### config.mk
export PLATFORM = sky130hd
export DESIGN_NAME = sync_shift_xcvr
export DESIGN_NICKNAME = d
export VERILOG_FILES = /design/src/rtl/sst_pkg.sv /design/src/rtl/sst_txbuf.sv /design/src/rtl/sst_rxcap.sv /design/src/rtl/sst_ctrl.sv /design/src/rtl/sync_shift_xcvr.sv
export SDC_FILE = /design/constraint.sdc
export NUM_CORES = 1
export LEC_CHECK = 0
export CAP_MARGIN = 20
export CORE_MARGIN = 8
export CORE_UTILIZATION = 55
export CTS_BUF_LIST = sky130_fd_sc_hd__clkbuf_4 sky130_fd_sc_hd__clkbuf_8
export DETAILED_ROUTE_END_ITERATION = 10
export PLACE_DENSITY = 0.89
export SLEW_MARGIN = 20
export SYNTH_ARGS = -nofsm -noshare
export SYNTH_HDL_FRONTEND = slang
export SYNTH_SLANG_ARGS = --single-unit
### constraint.sdc
create_clock -name clk -period 1.71 [get_ports clk]
set_input_delay 0.513 -clock clk [delete_from_list [all_inputs] [get_ports clk]]
set_output_delay 0.513 -clock clk [all_outputs]
set_load 0.01 [all_outputs]
### src/rtl/sst_pkg.sv
package sst_pkg;

    typedef enum logic [1:0] {
        PH_IDLE = 2'd0,
        PH_LOW  = 2'd1,
        PH_HIGH = 2'd2
    } phase_e;

endpackage

### src/rtl/sst_txbuf.sv
module sst_txbuf #(
    parameter int DATA_W = 8
) (
    input  logic              clk,
    input  logic              rst_n,
    input  logic              wr_valid_i,
    input  logic [DATA_W-1:0] wr_data_i,
    input  logic              take_i,
    output logic              ready_o,
    output logic              full_o,
    output logic [DATA_W-1:0] data_o
);

    logic              full_q;
    logic [DATA_W-1:0] data_q;
    logic              accept;

    assign accept = wr_valid_i && !full_q;

    always_ff @(posedge clk or negedge rst_n) begin
        if (!rst_n) begin
            full_q <= 1'b0;
            data_q <= '0;
        end else if (accept) begin
            full_q <= 1'b1;
            data_q <= wr_data_i;
        end else if (take_i) begin
            full_q <= 1'b0;
        end
    end

    assign ready_o = !full_q;
    assign full_o  = full_q;
    assign data_o  = data_q;

    AST_BUF_HELD: assert property (@(posedge clk) disable iff (!rst_n)
        (full_q && !take_i) |=> (full_q && $stable(data_q)));

endmodule

### src/rtl/sst_rxcap.sv
module sst_rxcap #(
    parameter int DATA_W = 8
) (
    input  logic              clk,
    input  logic              rst_n,
    input  logic              latch_i,
    input  logic              last_i,
    input  logic              sdi_i,
    output logic [DATA_W-1:0] data_o,
    output logic              valid_o
);

    logic [DATA_W-1:0] sr_q;
    logic [DATA_W-1:0] sr_next;
    logic [DATA_W-1:0] data_q;
    logic              valid_q;

    assign sr_next = {sdi_i, sr_q[DATA_W-1:1]};

    always_ff @(posedge clk or negedge rst_n) begin
        if (!rst_n) begin
            sr_q    <= '0;
            data_q  <= '0;
            valid_q <= 1'b0;
        end else begin
            valid_q <= 1'b0;
            if (latch_i) begin
                sr_q <= sr_next;
                if (last_i) begin
                    data_q  <= sr_next;
                    valid_q <= 1'b1;
                end
            end
        end
    end

    assign data_o  = data_q;
    assign valid_o = valid_q;

    AST_RX_ONE_CYCLE: assert property (@(posedge clk) disable iff (!rst_n)
        valid_q |=> !valid_q);

    AST_RX_DATA_HELD: assert property (@(posedge clk) disable iff (!rst_n)
        !valid_q |-> $stable(data_q));

endmodule

### src/rtl/sst_ctrl.sv
module sst_ctrl
    import sst_pkg::*;
#(
    parameter int DATA_W = 8
) (
    input  logic              clk,
    input  logic              rst_n,
    input  logic              tick_i,
    input  logic              buf_full_i,
    input  logic [DATA_W-1:0] buf_data_i,
    output logic              take_o,
    output logic              latch_o,
    output logic              last_o,
    output logic              sclk_o,
    output logic              sdo_o
);

    localparam int                CNT_W    = $clog2(DATA_W + 1);
    localparam logic [CNT_W-1:0] FULL_CNT = CNT_W'(DATA_W);

    phase_e            state_q, state_d;
    logic [CNT_W-1:0]  cnt_q;
    logic [DATA_W-1:0] sr_q;
    logic              sclk_q, sdo_q;
    logic              take, shift, latch, stop;
    logic              frame_end;

    assign frame_end = (cnt_q == FULL_CNT);

    // state register
    always_ff @(posedge clk or negedge rst_n) begin
        if (!rst_n) state_q <= PH_IDLE;
        else        state_q <= state_d;
    end

    // next state and phase strobes
    always_comb begin
        state_d = state_q;
        take    = 1'b0;
        shift   = 1'b0;
        latch   = 1'b0;
        stop    = 1'b0;
        unique case (state_q)
            PH_IDLE: begin
                if (tick_i && buf_full_i) begin
                    take    = 1'b1;          // START
                    state_d = PH_LOW;
                end
            end
            PH_LOW: begin
                if (tick_i) begin
                    latch   = 1'b1;          // LATCH
                    state_d = PH_HIGH;
                end
            end
            PH_HIGH: begin
                if (tick_i) begin
                    if (!frame_end) begin
                        shift   = 1'b1;      // SHIFT
                        state_d = PH_LOW;
                    end else if (buf_full_i) begin
                        take    = 1'b1;      // CHAIN
                        state_d = PH_LOW;
                    end else begin
                        stop    = 1'b1;      // STOP
                        state_d = PH_IDLE;
                    end
                end
            end
            default: state_d = PH_IDLE;
        endcase
    end

    // outputs and datapath
    always_ff @(posedge clk or negedge rst_n) begin
        if (!rst_n) begin
            sr_q   <= '0;
            cnt_q  <= '0;
            sclk_q <= 1'b1;
            sdo_q  <= 1'b1;
        end else if (take) begin
            sr_q   <= buf_data_i;
            cnt_q  <= '0;
            sclk_q <= 1'b0;
            sdo_q  <= buf_data_i[0];
        end else if (shift) begin
            sr_q   <= sr_q >> 1;
            sclk_q <= 1'b0;
            sdo_q  <= sr_q[1];
        end else if (latch) begin
            sclk_q <= 1'b1;
            cnt_q  <= cnt_q + 1'b1;
        end else if (stop) begin
            sdo_q  <= 1'b1;
        end
    end

    assign take_o  = take;
    assign latch_o = latch;
    assign last_o  = latch && (cnt_q == FULL_CNT - 1'b1);
    assign sclk_o  = sclk_q;
    assign sdo_o   = sdo_q;

    AST_SCLK_PARKED_HIGH: assert property (@(posedge clk) disable iff (!rst_n)
        (state_q == PH_IDLE) |-> sclk_q);

    AST_SCLK_NEEDS_TICK: assert property (@(posedge clk) disable iff (!rst_n)
        !$stable(sclk_q) |-> $past(tick_i));

    AST_SDO_STEADY_AT_RISE: assert property (@(posedge clk) disable iff (!rst_n)
        $rose(sclk_q) |-> $stable(sdo_q));

    AST_SDO_MOVES_WITH_FALL: assert property (@(posedge clk) disable iff (!rst_n)
        (!$stable(sdo_q) && sclk_q) |-> (state_q == PH_IDLE));

    AST_PARKED_LINE_HIGH: assert property (@(posedge clk) disable iff (!rst_n)
        (state_q == PH_IDLE) |-> sdo_q);

    AST_START_NEEDS_BYTE: assert property (@(posedge clk) disable iff (!rst_n)
        $fell(sclk_q) |-> ($past(buf_full_i) || $past(state_q) == PH_HIGH));

    AST_CNT_BOUND: assert property (@(posedge clk) disable iff (!rst_n)
        cnt_q <= FULL_CNT);

endmodule

### src/rtl/sync_shift_xcvr.sv
module sync_shift_xcvr #(
    parameter int DATA_W = 8
) (
    input  logic              clk,
    input  logic              rst_n,
    input  logic              tick_i,
    input  logic [DATA_W-1:0] tx_data_i,
    input  logic              tx_valid_i,
    output logic              tx_ready_o,
    output logic [DATA_W-1:0] rx_data_o,
    output logic              rx_valid_o,
    output logic              sclk_o,
    output logic              sdo_o,
    input  logic              sdi_i
);

    logic              buf_full;
    logic [DATA_W-1:0] buf_data;
    logic              take;
    logic              latch;
    logic              last;

    sst_txbuf #(.DATA_W(DATA_W)) u_txbuf (
        .clk        (clk),
        .rst_n      (rst_n),
        .wr_valid_i (tx_valid_i),
        .wr_data_i  (tx_data_i),
        .take_i     (take),
        .ready_o    (tx_ready_o),
        .full_o     (buf_full),
        .data_o     (buf_data)
    );

    sst_ctrl #(.DATA_W(DATA_W)) u_ctrl (
        .clk        (clk),
        .rst_n      (rst_n),
        .tick_i     (tick_i),
        .buf_full_i (buf_full),
        .buf_data_i (buf_data),
        .take_o     (take),
        .latch_o    (latch),
        .last_o     (last),
        .sclk_o     (sclk_o),
        .sdo_o      (sdo_o)
    );

    sst_rxcap #(.DATA_W(DATA_W)) u_rxcap (
        .clk     (clk),
        .rst_n   (rst_n),
        .latch_i (latch),
        .last_i  (last),
        .sdi_i   (sdi_i),
        .data_o  (rx_data_o),
        .valid_o (rx_valid_o)
    );

    AST_TAKE_ONLY_FULL: assert property (@(posedge clk) disable iff (!rst_n)
        take |-> buf_full);

    AST_TAKE_FREES_BUF: assert property (@(posedge clk) disable iff (!rst_n)
        take |=> tx_ready_o);

endmodule

==> reports/qor.yml, run 1 <==
worst_setup_path:
  crit_fanout: 9
  crit_type: "primary input to register"
  reg2reg_slack_ns: 0.15
  end_kind: "register"
  worst_r2r_endpoint: "u_ctrl.sr_q[3]"
  r2r_cells: 6
  cp.required_ns: 1.95
  cp-start-kind: "primary input"
  crit_arrival_ns: 1.92
  worstReg2RegStart: "u_ctrl.cnt_q[0]"
synthesis:
  yosys_warnings: 0
  postSynthCellCount: 120
  yosysSeqAreaShare: 0.5906
  synth_cell_types: 26
  syn_nets: 135
  synth.largest_area_cell: "dfrtp_1"
  yosys-top-cells-area: "dfrtp_1 (56%), mux2_2 (23%), dfstp_2 (3.1%)"
  avgSynthCellArea_um2: 14.16
  synth_top_cell_area_share: 0.5596
  synth_seq_cells: 40
  synth.cell_area_um2: 1699
timing:
  rsz0062_at_grt: "no"
  slew_headroom: 0.7409
  clock_skew_ns: 0.006089
  slew_violations: 0
  tightest_slew_ns: 0.3886
  hold_viol_final: 0
  setup_violations: 0
  layout_worst_path_cycle_share: 0.9821
  finalCriticalPeriod_ns: 1.679
  holdWs_ns: 0.07231
  fmax_ghz: 0.5954
clock_network:
  postCtsHoldBufs: 0
  clock-sinks: 40
  cts_root_buffer: "clkbuf_4"
  h-tree-depth: 2
  cts_resized: 12
  clk_pin_slew_ns: 0.11
  post-cts-setup-buffers: 0
  worstSkewPairLatency_ns: 0.34
  clock_path_buffers: 2
  cts_tree: "yes"
  cts_made_buffers: 5
cells_and_area:
  layout.nets: 173
  diodes: 0
  post-route-util: 0.7054
  drive_gt1_frac: 0.3899
  fillers: 217
  syn_to_final_growth_pct: 24.67
  stdcell_count: 192
drt:
  routed_wl_mm: 2.914
  drt_iter0_drc: 45
  vias_per_cell: 5.469
  drc_errors: 0
  ant_nets: 0
  avgRoutedWirePerCell_um: 15.18
  num_vias: 1050
  drtPass1Iterations: 4
min_path:
  hp-class: "primary input to async pin"
global_route:
  grt_start_max_net_pins: 26
  antenna_found_initial: 0
  grt_pass1_wl_mm: 5.188
  grt_remaining_overflow: 0
  grt_pass1_vias: 1142
  grt_util_all_layers: 0.1302
power:
  p_leak_uw: 0.001017
  ir_drop_uv: 799.7
  power_density_nw_per_um2: 1450
floorplanning:
  die-area_um2: 5124
  die_y_um: 71.58
  fp.coreArea_um2: 3003
  num_rows: 20
  num_io_pins: 25
  die_w_um: 71.58
  start_util: 0.5658
placement:
  globalplace.congestion: 0.7343
  port_buffers: 24
  dpl.cell_count: 184
run:
  cap_violations: 0
outcome:
  status: "finished, final reports clean"
cells in the mapped netlist:
cell type / number
nand3b_4: 1
o221a_2: 2
buf_2: 3
ha_1: 2
a21oi_1: 3
dfrtp_1: 38
inv_1: 4
dfstp_2: 2
a21o_1: 1
nor3_4: 1
nand2_1: 2
nand2b_1: 6
o21ai_0: 4
nand3_1: 1
nand3b_2: 1
and3_1: 1
mux2_2: 35
mux2i_1: 1
o21bai_1: 1
nand3b_1: 1
or3_1: 1
clkbuf_1: 1
nor2_1: 4
nor2b_1: 1
o22ai_1: 2
nand4b_1: 1
flip-flops by register name, indices dropped and copies added (netlist names):
register and flops:
u_rxcap.valid_o 1, u_ctrl.sdo_o 1, u_ctrl.cnt_q 4, u_ctrl.sclk_o 1
u_ctrl.sr_q 7, u_txbuf.full_o 1, u_ctrl.state_q 2, u_txbuf.data_o 8
u_rxcap.sr_q 7, u_rxcap.data_o 8
metal layers:
layer	routed length (um)	global-route usage	vias up	share of wire
li1	-	-	501	-
met2	1525	0.2184	17	0.52
met1	1192	0.1373	526	0.41
met5	0	0	-	0
met4	62	0.07029	0	0.021
met3	134	0.05160	6	0.046
worst max-delay path, stage by stage:
cell and delay, ns:
clkdlybuf4s50_1 0.60, nand3b_4 0.11, nor3_4 0.20, buf_12 0.15, mux2_2 0.34
power breakdown:
group	total, uW	switching [uW]	internal [uW]
sequential	1550	233	1310
combinational	1040	386	659
clock	480	288	192
total	3070	906	2160
cells by family after synthesis:
logic type,Yosys count,synth area share
AO/OA/AOI/OAI,13,0.05007
adder cells (fa/ha/maj),2,0.01473
buffers and inverters,8,0.01987
flip-flops,40,0.5906
multiplexers,36,0.2379
AND/OR/NAND/NOR,21,0.08690
layout make-up:
cell class / count / area (um2) / share of cell area
tap: 33 / 41.29 / 0.01949
clock buffer: 7 / 52.55 / 0.02481
clock inverter: 1 / 5.005 / 0.002363
sequential: 40 / 1003 / 0.4737
inverter: 4 / 15.01 / 0.007088
timing repair buffer: 35 / 330.3 / 0.1559
multi-input combinational: 72 / 670.6 / 0.3166
worst max-delay path by stage:
stage,from,endpoint,slack (ns),cells past startpoint
after floorplan,tick_i,u_rxcap.data_o[7],0.09,4
after global placement,tick_i,u_ctrl.sr_q[3],-0.29,4
after detailed placement,tick_i,u_ctrl.sr_q[6],-0.35,4
after CTS,u_ctrl.sclk_o,sclk_o,0.008,1
after global routing,u_ctrl.sclk_o,sclk_o,0.01,1
final,tick_i,u_rxcap.data_o[3],0.03,5
cells in the final DEF, fill, tap and decap left out, types with 2 or more instances in the layout:
cell,instances
dlygate4sd2_1,10
buf_4,9
dfrtp_1,38
mux2_2,35
inv_1,4
o221a_2,2
a21oi_1,3
clkdlybuf4s15_1,2
o22ai_1,2
nand2b_1,6
nand3b_4,2
buf_12,2
dfstp_2,2
nor2_1,4
nand2_1,2
o21ai_0,4
clkdlybuf4s50_1,11
clkbuf_4,7
ha_1,2
through the flow:
step / setup TNS, ns / area [um2] / power (uW) / setup slack [ns]
global placement: -6.587 / 2064 / 2557 / -0.2905
finish: 0 / 2118 / 3071 / 0.03058
detailed placement: -7.928 / 2064 / 2639 / -0.3511
CTS: 0 / 2107 / 3111 / 0.007806
floorplan: 0 / 1699 / 2255 / 0.08769
global route: 0 / 2118 / 3298 / 0.01497
(Power assumes the default switching activity.)
==> run 2, diff against run 1 <==
--- a/config.mk
+++ b/config.mk
@@ -11,7 +11,7 @@
 export CTS_BUF_LIST = sky130_fd_sc_hd__clkbuf_4 sky130_fd_sc_hd__clkbuf_8
 export DETAILED_ROUTE_END_ITERATION = 10
 export PLACE_DENSITY = 0.89
-export SLEW_MARGIN = 20
+export SLEW_MARGIN = 15
 export SYNTH_ARGS = -nofsm -noshare
 export SYNTH_HDL_FRONTEND = slang
 export SYNTH_SLANG_ARGS = --single-unit
==> results of run 2 <==
Same layout as run 1: the final DEF is identical, and so are final timing and power.
==> run 3, diff against run 2 <==
--- a/config.mk
+++ b/config.mk
@@ -7,10 +7,11 @@
 export LEC_CHECK = 0
 export CAP_MARGIN = 20
 export CORE_MARGIN = 8
-export CORE_UTILIZATION = 55
+export CORE_UTILIZATION = 56
 export CTS_BUF_LIST = sky130_fd_sc_hd__clkbuf_4 sky130_fd_sc_hd__clkbuf_8
 export DETAILED_ROUTE_END_ITERATION = 10
-export PLACE_DENSITY = 0.89
+export DONT_BUFFER_PORTS = 1
+export PLACE_DENSITY = 0.82
 export SLEW_MARGIN = 15
 export SYNTH_ARGS = -nofsm -noshare
 export SYNTH_HDL_FRONTEND = slang
==> constraint.sdc (replaced) <==
create_clock -name clk -period 1.5 [get_ports clk]
set_input_delay 0.45 -clock clk [delete_from_list [all_inputs] [get_ports clk]]
set_output_delay 0.45 -clock clk [all_outputs]
set_load 0.01 [all_outputs]
==> reports/qor.yml, run 3 (synthesis gave the netlist of run 1 again) <==
outcome:
  status: "finished with violations"
  violations: "setup timing"
clock_network:
  cts_made_buffers: 5
  clock_path_buffers: 2
  h-tree-depth: 2
  cts_tree: "yes"
  worstSkewPairLatency_ns: 0.34
  cts_root_buffer: "clkbuf_4"
  clock-sinks: 40
  clk_pin_slew_ns: 0.12
timing:
  slew_headroom: 0.8589
  tightest_slew_ns: 0.2117
  slew_violations: 0
  rsz0062_at_grt: "yes"
  holdWs_ns: 0.1996
  setup_ws_ns: -0.03629
  clock_skew_ns: 0.01248
  finalCriticalPeriod_ns: 1.536
  layout_worst_path_cycle_share: 1.024
  fmax_ghz: 0.6509
  hold_viol_final: 0
  tns_ns: -0.1705
  setup_violations: 6
worst_setup_path:
  cp.required_ns: 1.73
  critPathSlowestCell: "dfrtp_1"
  crit_type: "register to register"
  cp-start-kind: "register"
  end_kind: "register"
  crit_fanout: 5
  crit_chain: "inv_2, ha_4, nand3b_1, nand4b_1, buf_6, mux2_4"
  crit_arrival_ns: 1.76
  cpPeakStageDelay_ns: 0.43
floorplanning:
  num_io_pins: 25
  die_w_um: 71.09
  num_rows: 20
  die_y_um: 71.09
  fp.coreArea_um2: 2978
  start_util: 0.5706
  die-area_um2: 5053
drt:
  drc_errors: 0
  avgRoutedWirePerCell_um: 17.46
  num_vias: 1026
  drtPass1Iterations: 3
  routed-wl-met2_mm: 1.474
  top_layer: "met4"
  vias_per_cell: 5.797
  ant_nets: 0
  drt_iter0_drc: 30
  routed_wl_mm: 3.091
  wl_met3_um: 208
  wl_met1_mm: 1.295
power:
  ir_drop_uv: 1030
  p_total_uw: 3709
  power_density_nw_per_um2: 1810
  p_sw_frac: 0.3021
  combPwrFrac: 0.378
  internal_power_uw: 2589
  seq_power_share: 0.479
  power.switching_uw: 1121
  pwr-share-clk: 0.144
  p_leak_uw: 0.0009561
placement:
  port_buffers: 0
  place_area_um2: 1809
  dp_hpwl_mm: 2.028
  globalplace.congestion: 0.7143
min_path:
  hp-class: "primary input to register"
global_route:
  grt_pass1_vias: 1083
  grt_remaining_overflow: 0
  grt_util_all_layers: 0.1269
  grt_start_max_net_pins: 41
  antenna_found_initial: 0
  grt_pass1_wl_mm: 5.064
cells_and_area:
  diodes: 0
  syn_to_final_growth_pct: 20.62
  drive_gt1_frac: 0.5347
  layout.nets: 158
  final_cell_mix: "dfrtp_1 (37), mux2_2 (21), buf_4 (16)"
  layout_commonest_cell: "dfrtp_1"
  post-route-util: 0.6882
  design_area_um2: 2049
run:
  cap_violations: 0
-- run 3: changes by cell type in the layout (fill, tap and decap cells not counted), sizes merged --
| cell | delta |
|---|---|
| buf | +7 |
| clkbuf | -1 |
| clkdlybuf4s15 | -2 |
| clkdlybuf4s50 | -11 |
| clkinvlp | +1 |
| dlygate4sd2 | -10 |
| dlygate4sd3 | +1 |
-- run 3: power groups by stage --
stage | Clock (uW) | Combinational, uW | Sequential (uW)
after floorplan | 0 | 859 | 1710
final | 532 | 1400 | 1780
after global routing | 595 | 1530 | 1830
after CTS | 553 | 1330 | 1780
after global placement | 0 | 1040 | 1760
after detailed placement | 0 | 1120 | 1790
-- run 3: worst paths after layout --
| check | startpoint | to | slack (ns) | cells after the start |
|---|---|---|---|---|
| worst max-delay path | u_ctrl.cnt_q[1] | u_ctrl.sr_q[2] | -0.04 | 6 |
| worst min-delay path | tick_i | u_ctrl.state_q[1] | 0.20 | 1 |
| worst max register to register | u_ctrl.cnt_q[1] | u_ctrl.sr_q[2] | -0.04 | 6 |
| worst min register to register | u_txbuf.data_o[4] | u_txbuf.data_o[4] | 0.51 | 1 |
| max in group asynchronous | rst_n | u_ctrl.sdo_o | 0.70 | 2 |
| min in group asynchronous | rst_n | u_txbuf.data_o[7] | 0.55 | 2 |
-- run 3: stage by stage --
stage                     setup slack (ns)  cells
after floorplan                   -0.01027    120
after global placement             0.03268    159
after detailed placement          -0.06549    159
after CTS                         -0.04156    174
after global routing               -0.1029    177
final                             -0.03629    177
-- run 3: cell type report --
class | instances | area [um2]
Clock buffer | 6 | 45.04
Clock inverter | 2 | 12.51
Fill cell | 208 | 928.4
Inverter | 4 | 15.01
Multi-Input combinational cell | 72 | 749.5
Sequential cell | 40 | 1005
Tap cell | 33 | 41.29
Timing Repair Buffer | 20 | 181.4
-- run 3: repair_timing --
action                     in CTS  in global routing
hold buffers                    2                  0
gates cloned                    1                  0
gates resized for setup        15                 12
setup endpoints to repair      12                 19
pin swaps                       1                  1
setup buffers                   4                  3
hold endpoints to repair       40                  0
-- run 3: worst max-delay path, delay by kind of cell (launching register included) --
| kind | cells | cell delay [ns] |
|---|---|---|
| flops | 1 | 0.43 |
| buf+inv | 2 | 0.25 |
| simple gates | 2 | 0.29 |
| mux | 1 | 0.30 |
| fa+ha+maj | 1 | 0.15 |
-- run 3: layer usage --
metal / vias up / track usage
li1: 470 / -
met3: 12 / 0.05226
met4: 0 / 0.07621
met1: 518 / 0.1447
met5: - / 0
met2: 26 / 0.1946
